[config.mk]
export PLATFORM = sky130hd
export DESIGN_NAME = clock_digit_scanner
export DESIGN_NICKNAME = d
export VERILOG_FILES = /design/src/rtl/scan_pkg.sv /design/src/rtl/scan_ctrl.sv /design/src/rtl/scan_dp.sv /design/src/rtl/clock_digit_scanner.sv
export SDC_FILE = /design/constraint.sdc
export NUM_CORES = 1
export LEC_CHECK = 0
export ABC_AREA = 1
export BUFFER_PORTS_ARGS = -buffer_cell sky130_fd_sc_hd__buf_2
export CORE_AREA = 2 2 46 48
export CTS_CLUSTER_SIZE = 14
export DETAILED_ROUTE_END_ITERATION = 12
export DIE_AREA = 0 0 48 50
export PLACE_DENSITY = 0.78
export SLEW_MARGIN = 10
export SYNTH_ARGS = -nofsm -noshare
export SYNTH_HDL_FRONTEND = slang
export SYNTH_SLANG_ARGS = --single-unit
[constraint.sdc]
create_clock -name clk -period 4.7 [get_ports clk]
set_input_delay 0.94 -clock clk [delete_from_list [all_inputs] [get_ports clk]]
set_output_delay 0.94 -clock clk [all_outputs]
set_load 0.05 [all_outputs]
[src/rtl/scan_pkg.sv]
package scan_pkg;
  parameter int NUM_DIGITS = 6;
  parameter int DIGIT_W    = 4;
  parameter int SEG_W      = 7;
  parameter int SKIP_SHORT = 2;   // leading positions dropped in short scan

  typedef struct packed {
    logic [NUM_DIGITS-1:0] digitSel;  // one-hot position strobe
    logic                  active;    // position belongs to current scan
  } scanCtl_t;

  // segment pattern, bit order g f e d c b a, active high
  function automatic logic [SEG_W-1:0] seg7(input logic [DIGIT_W-1:0] v);
    logic [SEG_W-1:0] s;
    case (v)
      4'd0: s = 7'h3F;
      4'd1: s = 7'h06;
      4'd2: s = 7'h5B;
      4'd3: s = 7'h4F;
      4'd4: s = 7'h66;
      4'd5: s = 7'h6D;
      4'd6: s = 7'h7D;
      4'd7: s = 7'h07;
      4'd8: s = 7'h7F;
      4'd9: s = 7'h6F;
      default: s = '0;
    endcase
    return s;
  endfunction
endpackage

[src/rtl/scan_ctrl.sv]
module scan_ctrl
  import scan_pkg::*;
#(
  parameter int DIGITS = NUM_DIGITS,
  parameter int SKIP   = SKIP_SHORT
) (
  input  logic     clk,
  input  logic     rstN,
  input  logic     scanTick,
  input  logic     sixDigitMode,
  output scanCtl_t ctl
);
  localparam int PTR_W = $clog2(DIGITS);
  localparam logic [PTR_W-1:0] LAST_POS  = PTR_W'(DIGITS - 1);
  localparam logic [PTR_W-1:0] SHORT_POS = PTR_W'(SKIP);

  logic [PTR_W-1:0]  ptr;
  logic [PTR_W-1:0]  ptrNext;
  logic [DIGITS-1:0] selOneHot;

  always_comb begin
    if (ptr == LAST_POS)
      ptrNext = sixDigitMode ? '0 : SHORT_POS;
    else if (!sixDigitMode && ptr < SHORT_POS)
      ptrNext = SHORT_POS;
    else
      ptrNext = ptr + 1'b1;
  end

  always_ff @(posedge clk) begin
    if (!rstN)
      ptr <= '0;
    else if (scanTick)
      ptr <= ptrNext;
  end

  for (genvar i = 0; i < DIGITS; i++) begin : g_sel
    assign selOneHot[i] = (ptr == PTR_W'(i));
  end

  always_comb begin
    ctl.digitSel = selOneHot;
    ctl.active   = sixDigitMode || (ptr >= SHORT_POS);
  end
endmodule

[src/rtl/scan_dp.sv]
module scan_dp
  import scan_pkg::*;
#(
  parameter int DIGITS = NUM_DIGITS,
  parameter int DW     = DIGIT_W,
  parameter int SW     = SEG_W
) (
  input  scanCtl_t           ctl,
  input  logic [DIGITS*DW-1:0] digitsBcd,
  input  logic               hour12Mode,
  input  logic               outEnable,
  output logic [DW-1:0]      bcdOut,
  output logic [SW-1:0]      segOut,
  output logic [DIGITS-1:0]  digitEn
);
  logic [DW-1:0] masked [DIGITS];
  logic [DW-1:0] digitVal;
  logic          zeroTens;
  logic          blank;

  for (genvar i = 0; i < DIGITS; i++) begin : g_mask
    assign masked[i] = {DW{ctl.digitSel[i]}} & digitsBcd[i*DW +: DW];
  end

  always_comb begin
    digitVal = '0;
    for (int i = 0; i < DIGITS; i++) digitVal = digitVal | masked[i];
  end

  assign zeroTens = ctl.digitSel[DIGITS-1] && hour12Mode && (digitVal == '0);
  assign blank    = !ctl.active || !outEnable || zeroTens;

  assign bcdOut  = blank ? '1 : digitVal;
  assign segOut  = blank ? '0 : seg7(digitVal);
  assign digitEn = ctl.active ? ctl.digitSel : '0;
endmodule

[src/rtl/clock_digit_scanner.sv]
module clock_digit_scanner
  import scan_pkg::*;
(
  input  logic                          clk,
  input  logic                          rstN,
  input  logic                          scanTick,
  input  logic [NUM_DIGITS*DIGIT_W-1:0] digitsBcd,
  input  logic                          sixDigitMode,
  input  logic                          hour12Mode,
  input  logic                          outEnable,
  output logic [DIGIT_W-1:0]            bcdOut,
  output logic [SEG_W-1:0]              segOut,
  output logic [NUM_DIGITS-1:0]         digitEn
);
  scanCtl_t ctl;

  scan_ctrl u_ctrl (
    .clk          (clk),
    .rstN         (rstN),
    .scanTick     (scanTick),
    .sixDigitMode (sixDigitMode),
    .ctl          (ctl)
  );

  scan_dp u_dp (
    .ctl        (ctl),
    .digitsBcd  (digitsBcd),
    .hour12Mode (hour12Mode),
    .outEnable  (outEnable),
    .bcdOut     (bcdOut),
    .segOut     (segOut),
    .digitEn    (digitEn)
  );
endmodule

==> results.json, run 1 <==
{
  "outcome": "finished clean",
  "area_growth_pct": 34.9,
  "dpl.hpwl_um": 1830,
  "routabilityCongestion": 0.912,
  "ys_types": 21,
  "synthTopCellsByArea": "nand2_1 22%, ha_1 16%, nand3_1 14%",
  "path_clk_slew_ps": 40,
  "fin_ws_ps": 1080,
  "reg2reg_to": "u_ctrl.ptr[2]",
  "synth_cells": 144,
  "pwr-share-seq_pct": 11.5,
  "whs_ps": 518,
  "r2r-start": "u_ctrl.ptr[2]",
  "p_sw_share_pct": 56.7,
  "synth_top_area_share_pct": 22.1,
  "hold_path_depth": 2,
  "routed_wl_um": 2140,
  "yosysSeqAreaShare_pct": 7.51,
  "ant_nets": 0,
  "switchingPower_mw": 0.145,
  "place_area_um2": 1050,
  "grt_pass1_vias": 1000,
  "cap_violations": 0,
  "cts_tree": "yes",
  "synthMuxAreaShare_pct": 0,
  "fin_skew_ps": 3.21,
  "postLayoutCoreUtil_pct": 56.7,
  "drive_above_1_share_pct": 35.8,
  "ios": 47,
  "dr_total_vias": 1028,
  "grt_pass1_wl_um": 3660,
  "min_to": "u_ctrl.ptr[0]",
  "wire_per_inst_um": 9.73,
  "cts-root-buf": "clkbuf_4",
  "core-area_um2": 1900,
  "yosysTopAreaCell": "nand2_1",
  "path_max_fanout": 10,
  "instances_no_fill": 220,
  "avgSynthCellArea_um2": 5.55,
  "place_inst": 216,
  "cts.sinks": 3,
  "synthesis.nets": 184,
  "multi_input_area_um2": 629,
  "synth-simple-area-share_pct": 59.2,
  "rsz0062_at_grt": "no",
  "tightest_slew_ps": 494,
  "finalCriticalPeriod_ps": 3620,
  "htree_levels": 1,
  "cts_resized": 0,
  "ir_drop_mv": 0.164,
  "endpoint_kind": "output port",
  "finalSetupViolations": 0,
  "setup_tns_ps": 0,
  "grt-ovfl-total": 0,
  "drtIter0Drc": 22,
  "yosysWarnings": 0,
  "p_int_mw": 0.111,
  "max_freq_mhz": 276,
  "syn_area_um2": 800,
  "dr.pass1.iters": 4,
  "power_mw": 0.256,
  "cts_buffers": 3,
  "synthAdderAreaFrac_pct": 15.6,
  "rows": 16,
  "clockBufferDepth": 2,
  "hp-start": "u_ctrl.ptr[0]",
  "regToRegSetupSlack_ps": 3290,
  "pwr-share-clk_pct": 18.4,
  "r2r_cells": 5,
  "grt_max_degree": 11,
  "hold_viol_final": 0,
  "holdBufCountCts": 0,
  "p_comb_share_pct": 70.1,
  "crit_arrival_ps": 2680,
  "synth_top_family_by_area": "simple AND/OR/NAND/NOR gates",
  "relSlewSlack_pct": 67.0,
  "clock_latency_ps": 240,
  "fin_crit_sh_pct": 77.0,
  "hold_class": "reg -> reg",
  "synth_compound_area_share_pct": 3.91,
  "top_regs": "u_ctrl.ptr (3)",
  "die_area_um2": 2400,
  "start_kind": "register",
  "nNetsFinal": 234,
  "portBuffers": 46,
  "die_y_um": 50,
  "start_util_pct": 42.0,
  "p_per_area_nw_per_um2": 237,
  "n_fill_cell": 195,
  "fin_area_um2": 1080,
  "preCtsSetupSlack_ps": 1280,
  "die_w_um": 48,
  "critPathKind": "reg -> out",
  "largest_reg_flops": 3,
  "drc": 0,
  "post-cts-setup-buffers": 0,
  "antenna_cells": 0,
  "antenna_found_initial": 0,
  "synth-xor-area-share_pct": 0,
  "finalMaxSlewViolations": 0,
  "via_per_inst": 4.67,
  "ys_seq_elements": 3,
  "seq_area_um2": 60.1,
  "cellLeakagePower_nw": 0.698,
  "worstPathRequired_ps": 3760,
  "grt_usage_pct": 20.3,
  "top_register": "u_ctrl.ptr"
}
## synthesized netlist by cell type
library cell  number
o21ai_1            1
dfxtp_1            3
nand3_2            1
nor3_1             1
nor3_4             1
inv_2              3
o21ai_0            2
buf_6              1
nand2_2            5
nand2_1           47
nand3b_1           1
nand4_1            1
nor2_1            12
nand3_1           22
inv_1             20
ha_1              10
a31oi_1            1
inv_4              2
nand2_4            3
a21oi_1            2
nor2_2             5
## critical path: stages, from the launching register on
cell	delay, ps
dfxtp_1	620
inv_4	90
ha_1	280
nand2_1	80
nand3_1	80
nor2_1	330
inv_1	110
ha_1	190
nand3b_1	170
nand3_1	100
nand2_1	50
nor2_1	70
buf_2	260
## cells by family (layout without fill, tap and decap cells)
logic type,Yosys count,after routing
simple gates,99,99
buf+inv,26,75
fa+ha+maj,10,10
compound gates,6,6
flops,3,3
## per-layer routing
metal	part of all wire [%]	global-route usage, %
met2	53	35.6
met1	42	23.0
met3	3.7	3.30
met4	0.70	8.11
met5	0	0
## final cells by class
type,count,share of cell area [%]
flip-flops and latches,3,5.57
inverters,25,9.16
clock buffers,4,2.44
multi-input cells,115,58.4
well taps,27,3.13
repair buffers,46,21.3
## power by group through the flow
stage / Clock, mW / Combinational, mW / Sequential [mW]
global placement: 0 / 0.176 / 0.0298
detailed placement: 0 / 0.179 / 0.0298
CTS: 0.0481 / 0.180 / 0.0294
global route: 0.0504 / 0.198 / 0.0297
floorplan: 0 / 0.137 / 0.0289
finish: 0.0471 / 0.179 / 0.0294
## worst max-delay path by stage
stage                     depth (start not counted)     startpoint  slack, ps         to
after floorplan                                  13  u_ctrl.ptr[0]       1160  segOut[0]
after global placement                           11  digitsBcd[12]       1360  segOut[3]
after detailed placement                         11  digitsBcd[12]       1280  segOut[0]
after CTS                                        12  u_ctrl.ptr[2]       1070  segOut[0]
after global routing                             12  u_ctrl.ptr[2]        760  segOut[0]
final                                            12  u_ctrl.ptr[2]       1080  segOut[0]
## cell usage in the layout (no fill, tap or decap)
master,synthesis,final
dfxtp_1,3,3
nand3_1,22,22
inv_2,3,3
clkbuf_4,0,3
ha_1,10,10
clkbuf_1,0,1
buf_2,0,46
inv_4,2,2
nand2_4,3,3
nand2_2,5,5
o21ai_0,2,2
nor3_1,1,1
nor3_4,1,1
nand2_1,47,47
nand3b_1,1,1
nor2_2,5,5
nor2_1,12,12
o21ai_1,1,1
nand3_2,1,1
inv_1,20,20
a21oi_1,2,2
nand4_1,1,1
a31oi_1,1,1
Power figures use the tool's default switching activity.
==> inputs of run 2 (changes only) <==
--- a/config.mk
+++ b/config.mk
@@ -5,13 +5,13 @@
 export SDC_FILE = /design/constraint.sdc
 export NUM_CORES = 1
 export LEC_CHECK = 0
-export ABC_AREA = 1
+export ABC_AREA = 0
 export BUFFER_PORTS_ARGS = -buffer_cell sky130_fd_sc_hd__buf_2
-export CORE_AREA = 2 2 46 48
+export CORE_AREA = 2 2 44 46
 export CTS_CLUSTER_SIZE = 14
 export DETAILED_ROUTE_END_ITERATION = 12
-export DIE_AREA = 0 0 48 50
-export PLACE_DENSITY = 0.78
+export DIE_AREA = 0 0 46 48
+export PLACE_DENSITY = 0.77
 export SLEW_MARGIN = 10
 export SYNTH_ARGS = -nofsm -noshare
 export SYNTH_HDL_FRONTEND = slang
==> constraint.sdc (replaced) <==
create_clock -name clk -period 3.35 [get_ports clk]
set_input_delay 0.67 -clock clk [delete_from_list [all_inputs] [get_ports clk]]
set_output_delay 0.67 -clock clk [all_outputs]
set_load 0.05 [all_outputs]
==> run 2 against run 1 <==
  * Sequential share of layout area is 0.46 points lower
  * Non-clock buffer count up 11
  * Design area grew 16%
  * First-iteration DRC count up 36%
  * Setup slack lost 980 ps
  * Routed wire length is 3.5% higher
  * Synthesized cell count fell by 40%
  * Worst hold slack better by 94 ps
  * Clock-buffer cell count is the same
  * Highest routed layer is now met3
==> results.json, run 2 <==
{
  "synth_top_family_by_area": "compound AO/OA/AOI/OAI gates",
  "drtIter0Drc": 30,
  "outcome": "finished clean",
  "synth_compound_area_share_pct": 31.4,
  "dr.pass1.iters": 4,
  "die_y_um": 48,
  "cap_violations": 0,
  "synth_cells": 87,
  "area_growth_pct": 83.5,
  "ys_seq_elements": 3,
  "cts-root-buf": "clkbuf_4",
  "synth_ff_type": "dfxtp_1",
  "yosysSeqAreaShare_pct": 8.82,
  "min_to": "u_ctrl.ptr[2]",
  "switchingPower_mw": 0.238,
  "routed_wl_um": 2220,
  "instances_no_fill": 162,
  "antenna_found_initial": 0,
  "finalSetupViolations": 0,
  "synth_common_cells": "10 x ha_1, 9 x inv_1, 6 x nor2_1",
  "syn_area_um2": 681,
  "yosysMostFrequentCell": "ha_1",
  "p_sw_share_pct": 51.1,
  "drive_above_1_share_pct": 63.4,
  "p_per_area_nw_per_um2": 372,
  "p_comb_share_pct": 77.9,
  "ios": 47,
  "antenna_cells": 0,
  "cts.sinks": 3,
  "largest_reg_flops": 3,
  "rows": 15,
  "cts_buffers": 3,
  "yosysWarnings": 0,
  "max_freq_mhz": 308,
  "dpl.hpwl_um": 1820,
  "top_regs": "u_ctrl.ptr (3)",
  "pwr-share-seq_pct": 9.3,
  "r2r_cells": 5,
  "synth-xor-area-share_pct": 1.29,
  "postLayoutCoreUtil_pct": 73.9,
  "reg2reg_to": "u_ctrl.ptr[1]",
  "critPathKind": "reg -> out",
  "grt_pass1_wl_um": 3420,
  "setup_tns_ps": 0,
  "grt_pass1_vias": 823,
  "ys_types": 37,
  "synth_edf_count": 0,
  "path_max_fanout": 9,
  "path_clk_slew_ps": 30,
  "synth-simple-area-share_pct": 20.8,
  "fin_crit_sh_pct": 97.0,
  "p_int_mw": 0.227,
  "dr_total_vias": 897,
  "clockBufferDepth": 2,
  "ir_drop_mv": 0.366,
  "endpoint_kind": "output port",
  "drc": 0,
  "finalMaxSlewViolations": 0,
  "hold_path_depth": 2,
  "n_fill_cell": 128,
  "ys_async_sr_fraction_pct": 0,
  "grt_max_degree": 11,
  "synthesis.nets": 127,
  "avgSynthCellArea_um2": 7.82,
  "synthTopCellsByArea": "ha_1 18%, dfxtp_1 8.8%, a222oi_1 5.9%",
  "start_util_pct": 40.3,
  "clock_latency_ps": 220,
  "ant_nets": 0,
  "via_per_inst": 5.54,
  "hp-start": "u_ctrl.ptr[2]",
  "portBuffers": 46,
  "cts_tree": "yes",
  "fin_skew_ps": 0.959,
  "crit_arrival_ps": 2580,
  "tightest_slew_ps": 431,
  "r2r-start": "u_ctrl.ptr[0]",
  "pwr-share-clk_pct": 12.8,
  "routabilityCongestion": 0.862,
  "synthAdderAreaFrac_pct": 18.4,
  "place_inst": 156,
  "grt_usage_pct": 20.6,
  "cellLeakagePower_nw": 0.596,
  "hold_class": "reg -> reg",
  "die_w_um": 46,
  "grt-ovfl-total": 0,
  "regToRegSetupSlack_ps": 2070,
  "final_cell_mix": "35 x buf_2, 19 x buf_4, 6 x inv_1, 6 x nor2_1",
  "nNetsFinal": 186,
  "start_kind": "register",
  "top_register": "u_ctrl.ptr",
  "synth_top_area_share_pct": 18.4,
  "holdBufCountCts": 0,
  "finalCriticalPeriod_ps": 3250,
  "layout_commonest_cell": "buf_2",
  "yosysTopAreaCell": "ha_1",
  "htree_levels": 1,
  "wire_per_inst_um": 13.7,
  "hold_viol_final": 0,
  "core-area_um2": 1690,
  "relSlewSlack_pct": 71.2,
  "synthMuxAreaShare_pct": 11.6,
  "die_area_um2": 2210,
  "worstPathRequired_ps": 2680
}
## run 2: cell types whose count changed after synthesis, sizes merged, moves of 4 or more
| cell | previous run | this run |
|---|---|---|
| nor2b | 0 | 4 |
| inv | 25 | 9 |
| mux2 | 0 | 4 |
| nor2 | 17 | 6 |
| o22ai | 0 | 5 |
| a222oi | 0 | 4 |
| nand2 | 55 | 6 |
| nand3 | 23 | 2 |
## run 2: metrics by stage
stage	total power [mW]	setup slack, ps	cell area [um^2]	hold slack [ps]
after floorplan	0.293	-56.0	841	543
after global placement	0.368	79.9	1130	571
after detailed placement	0.375	24.5	1130	582
after CTS	0.448	27.4	1190	592
after global routing	0.493	-11.9	1250	618
final	0.465	101	1250	611
## run 2: final cells by class
type | instances | area, um^2 | area share, %
tap | 17 | 21.3 | 1.70
clock buffer | 4 | 26.3 | 2.10
sequential | 3 | 63.8 | 5.11
inverter | 9 | 37.5 | 3.01
timing repair buffer | 57 | 360 | 28.9
multi-input combinational | 72 | 739 | 59.2
## run 2: kinds of logic (layout without fill, tap and decap cells)
kind of cell | count (synthesis) | count (layout)
multiplexers | 7 | 7
AO/OA/AOI/OAI | 26 | 26
adder cells (fa/ha/maj) | 10 | 10
buffers and inverters | 12 | 70
XOR/XNOR | 1 | 1
AND/OR/NAND/NOR | 28 | 28
flip-flops | 3 | 3
## run 2: what timing repair did
item | 4_1_cts | 5_1_grt
endpoints found under the setup margin | 11 | 11
resized for setup | 8 | 20
setup buffers | 1 | 1
pin swaps | 2 | 8
## run 2: layer usage
layer / GRT usage [%] / up-vias / part of all wire, % / routed length [um]
met5: 0 / - / 0 / 0
met4: 0.571 / 0 / 0 / 0
met3: 2.26 / 0 / 5.1 / 112
met2: 38.3 / 36 / 54 / 1200
met1: 26.8 / 420 / 41 / 902
li1: - / 441 / - / -
## run 2: power by group through the flow
stage / combinational (mW) / clock (mW) / sequential, mW
floorplan: 0.251 / 0 / 0.0417
global placement: 0.325 / 0 / 0.0425
detailed placement: 0.332 / 0 / 0.0428
CTS: 0.344 / 0.0610 / 0.0425
global route: 0.385 / 0.0642 / 0.0434
finish: 0.362 / 0.0595 / 0.0432
## run 2: how the worst max path moves through the flow
stage	start	to	slack (ps)	cells after the start
floorplan	u_ctrl.ptr[1]	segOut[0]	-60	11
global placement	digitsBcd[21]	bcdOut[2]	80	8
detailed placement	digitsBcd[21]	bcdOut[2]	20	8
CTS	u_ctrl.ptr[2]	segOut[1]	30	10
global route	digitsBcd[21]	segOut[5]	-10	10
finish	u_ctrl.ptr[1]	segOut[5]	100	11
## run 2: critical path, cell delays in order, from the launching register on
cell and delay (ps):
dfxtp_2 380, inv_2 70, ha_4 200, a222oi_1 340
nor2_1 130, a211oi_4 240, ha_2 250, nand3_2 120
o211ai_4 200, buf_12 160, o22ai_4 60, buf_4 200
==> inputs of run 3 (changes only) <==
--- a/config.mk
+++ b/config.mk
@@ -7,12 +7,13 @@
 export LEC_CHECK = 0
 export ABC_AREA = 0
 export BUFFER_PORTS_ARGS = -buffer_cell sky130_fd_sc_hd__buf_2
-export CORE_AREA = 2 2 44 46
+export CORE_AREA = 2 2 45 47
 export CTS_CLUSTER_SIZE = 14
 export DETAILED_ROUTE_END_ITERATION = 12
-export DIE_AREA = 0 0 46 48
-export PLACE_DENSITY = 0.77
+export DIE_AREA = 0 0 47 49
+export PLACE_DENSITY = 0.75
 export SLEW_MARGIN = 10
 export SYNTH_ARGS = -nofsm -noshare
 export SYNTH_HDL_FRONTEND = slang
+export SYNTH_HIERARCHICAL = 1
 export SYNTH_SLANG_ARGS = --single-unit
==> run 3 against run 2 <==
  * Flip-flop and latch count did not move
  * Clock-buffer cell count unchanged
  * Utilization down 16 points
  * First-iteration DRC count decreased by 53%
  * Largest power group unchanged
  * Fmax rose by 1.7%
==> results.json, run 3 <==
{
  "routed_wl_um": 2010,
  "drive_above_1_share_pct": 55.1,
  "ys_async_sr_fraction_pct": 0,
  "synth_ff_type": "dfxtp_1",
  "antenna_cells": 0,
  "cts-root-buf": "clkbuf_4",
  "cpPeakStageDelay_ps": 370,
  "crit_arrival_ps": 2520,
  "syn_area_um2": 697,
  "place_area_um2": 998,
  "die_y_um": 49,
  "yosysSeqAreaShare_pct": 8.62,
  "via_per_inst": 5.16,
  "die_area_um2": 2300,
  "portBuffers": 46,
  "nNetsFinal": 177,
  "top_regs": "u_ctrl/ptr (3)",
  "avgSynthCellArea_um2": 8.01,
  "ios": 47,
  "clock_latency_ps": 230,
  "use_met1_pct": 20.8,
  "start_util_pct": 37.8,
  "rsz0062_at_grt": "no",
  "power_mw": 0.354,
  "grt_max_degree": 14,
  "fin_area_um2": 1060,
  "drc": 0,
  "setup_tns_ps": 0,
  "wire_per_inst_um": 12.3,
  "top_register": "u_ctrl/ptr",
  "antenna_found_initial": 0,
  "fin_crit_sh_pct": 95.3,
  "path_cells": "inv_1 -> ha_1 -> and2b_2 -> a22oi_1 -> and3_4 -> ha_2 -> nand3_2 -> o311ai_1 -> a21oi_1 -> buf_4",
  "endpoint_kind": "output port",
  "ant_nets": 0,
  "finalCriticalPeriod_ps": 3190,
  "largest_reg_flops": 3,
  "finalSetupViolations": 0,
  "relSlewSlack_pct": 73.8,
  "cellLeakagePower_nw": 0.520,
  "yosysMostFrequentCell": "ha_1",
  "worstPathRequired_ps": 2680,
  "outcome": "finished clean",
  "fin_skew_ps": 3.58,
  "layout_commonest_cell": "buf_2",
  "synth_common_cells": "10 x ha_1, 9 x a22oi_1, 7 x inv_1",
  "grt-busiest-layer": "met2",
  "dr_total_vias": 841,
  "die_w_um": 47,
  "grt_pass1_wl_um": 3240,
  "ys_seq_elements": 3,
  "cap_violations": 0,
  "whs_ps": 577,
  "path_clk_slew_ps": 40,
  "synthTopCellsByArea": "ha_1 18%, a22oi_1 9.7%, dfxtp_1 8.6%",
  "postLayoutCoreUtil_pct": 57.7,
  "core-area_um2": 1840,
  "tightest_slew_ps": 386,
  "synthesis.nets": 127,
  "area_growth_pct": 52.6,
  "routabilityCongestion": 0.852,
  "final_cell_mix": "40 x buf_2, 9 x buf_4, 9 x ha_1, 9 x a22oi_1, 7 x inv_1",
  "n_fill_cell": 188,
  "critPathKind": "reg -> out",
  "grt_use_met2_pct": 34.9,
  "cts_tree": "yes",
  "clockBufferDepth": 2,
  "grt_pass1_vias": 781,
  "dpl.hpwl_um": 1700,
  "drtIter0Drc": 14,
  "yosysTopAreaCell": "ha_1",
  "cts_buffers": 3,
  "finalMaxSlewViolations": 0,
  "cp_slowest_cell": "dfxtp_2",
  "synth_edf_count": 0,
  "synth_top_area_share_pct": 18.0,
  "start_kind": "register",
  "grt_usage_pct": 18.6,
  "synth_cells": 87,
  "yosysWarnings": 6,
  "max_freq_mhz": 313,
  "htree_levels": 1,
  "dr.pass1.iters": 4,
  "grt-ovfl-total": 0,
  "p_per_area_nw_per_um2": 333,
  "ys_types": 32,
  "hold_class": "reg -> reg",
  "path_max_fanout": 6,
  "hold_viol_final": 0,
  "rows": 16,
  "grtUsageMet3_pct": 2.22,
  "ir_drop_mv": 0.307,
  "cts.sinks": 3
}
run 3: critical path, delay by kind of cell (launching register included):
family | cells | cell delay [ps]
AOI/OAI and AO/OA | 3 | 620
and+or+nand+nor | 3 | 590
adders and majority gates | 2 | 430
DFF | 1 | 370
buffers and inverters | 2 | 280
run 3: path summary, 6_finish.rpt:
kind | start | endpoint | slack, ps | depth (start not counted)
worst max register to register | u_ctrl/ptr[1] | u_ctrl/ptr[0] | 1950 | 5
worst max-delay path | u_ctrl/ptr[1] | segOut[1] | 160 | 10
worst min-delay path | u_ctrl/ptr[1] | u_ctrl/ptr[1] | 580 | 2
worst min register to register | u_ctrl/ptr[1] | u_ctrl/ptr[1] | 580 | 2
run 3: logic make-up after synthesis:
logic type / synth area share (%)
and+or+nand+nor: 27.6
AOI/OAI and AO/OA: 30.5
xor gates and xnor gates: 1.26
muxes: 5.75
adders and majority gates: 18.0
buffers and inverters: 8.26
DFF: 8.62
run 3: per-layer routing:
layer,wire (um),up-vias
li1,-,428
met1,824,387
met2,1090,26
met3,95,0
met4,0,0
met5,0,-
run 3: through the flow:
| step | cells | worst slack (ps) |
|---|---|---|
| 2_1_floorplan | 87 | 123 |
| 5_1_grt | 163 | 24.8 |
| 6_report | 163 | 157 |
| 3_5_place_dp | 158 | 38.9 |
| 3_3_place_gp | 158 | 155 |
| 4_1_cts | 162 | 16.9 |
run 3: layout make-up:
class	instances	area [um^2]	share of cell area, %
Clock buffer	4	26.3	2.47
Inverter	7	26.3	2.47
Multi-Input combinational cell	73	647	60.8
Sequential cell	3	62.6	5.88
Tap cell	27	33.8	3.18
Timing Repair Buffer	49	268	25.2
run 3: timing repair:
item / in CTS / in global routing
gates resized for setup: 6 / 11
setup buffers: 0 / 1
hold buffers: 0 / 0
pin swaps: 1 / 2
endpoints found under the setup margin: 11 / 11
run 3: where the power goes:
group          switching (mW)  leakage, nW  total [mW]  internal (mW)
Combinational           0.159        0.480       0.251         0.0916
Sequential            0.00306       0.0253      0.0417         0.0386
Clock                  0.0165       0.0150      0.0610         0.0445
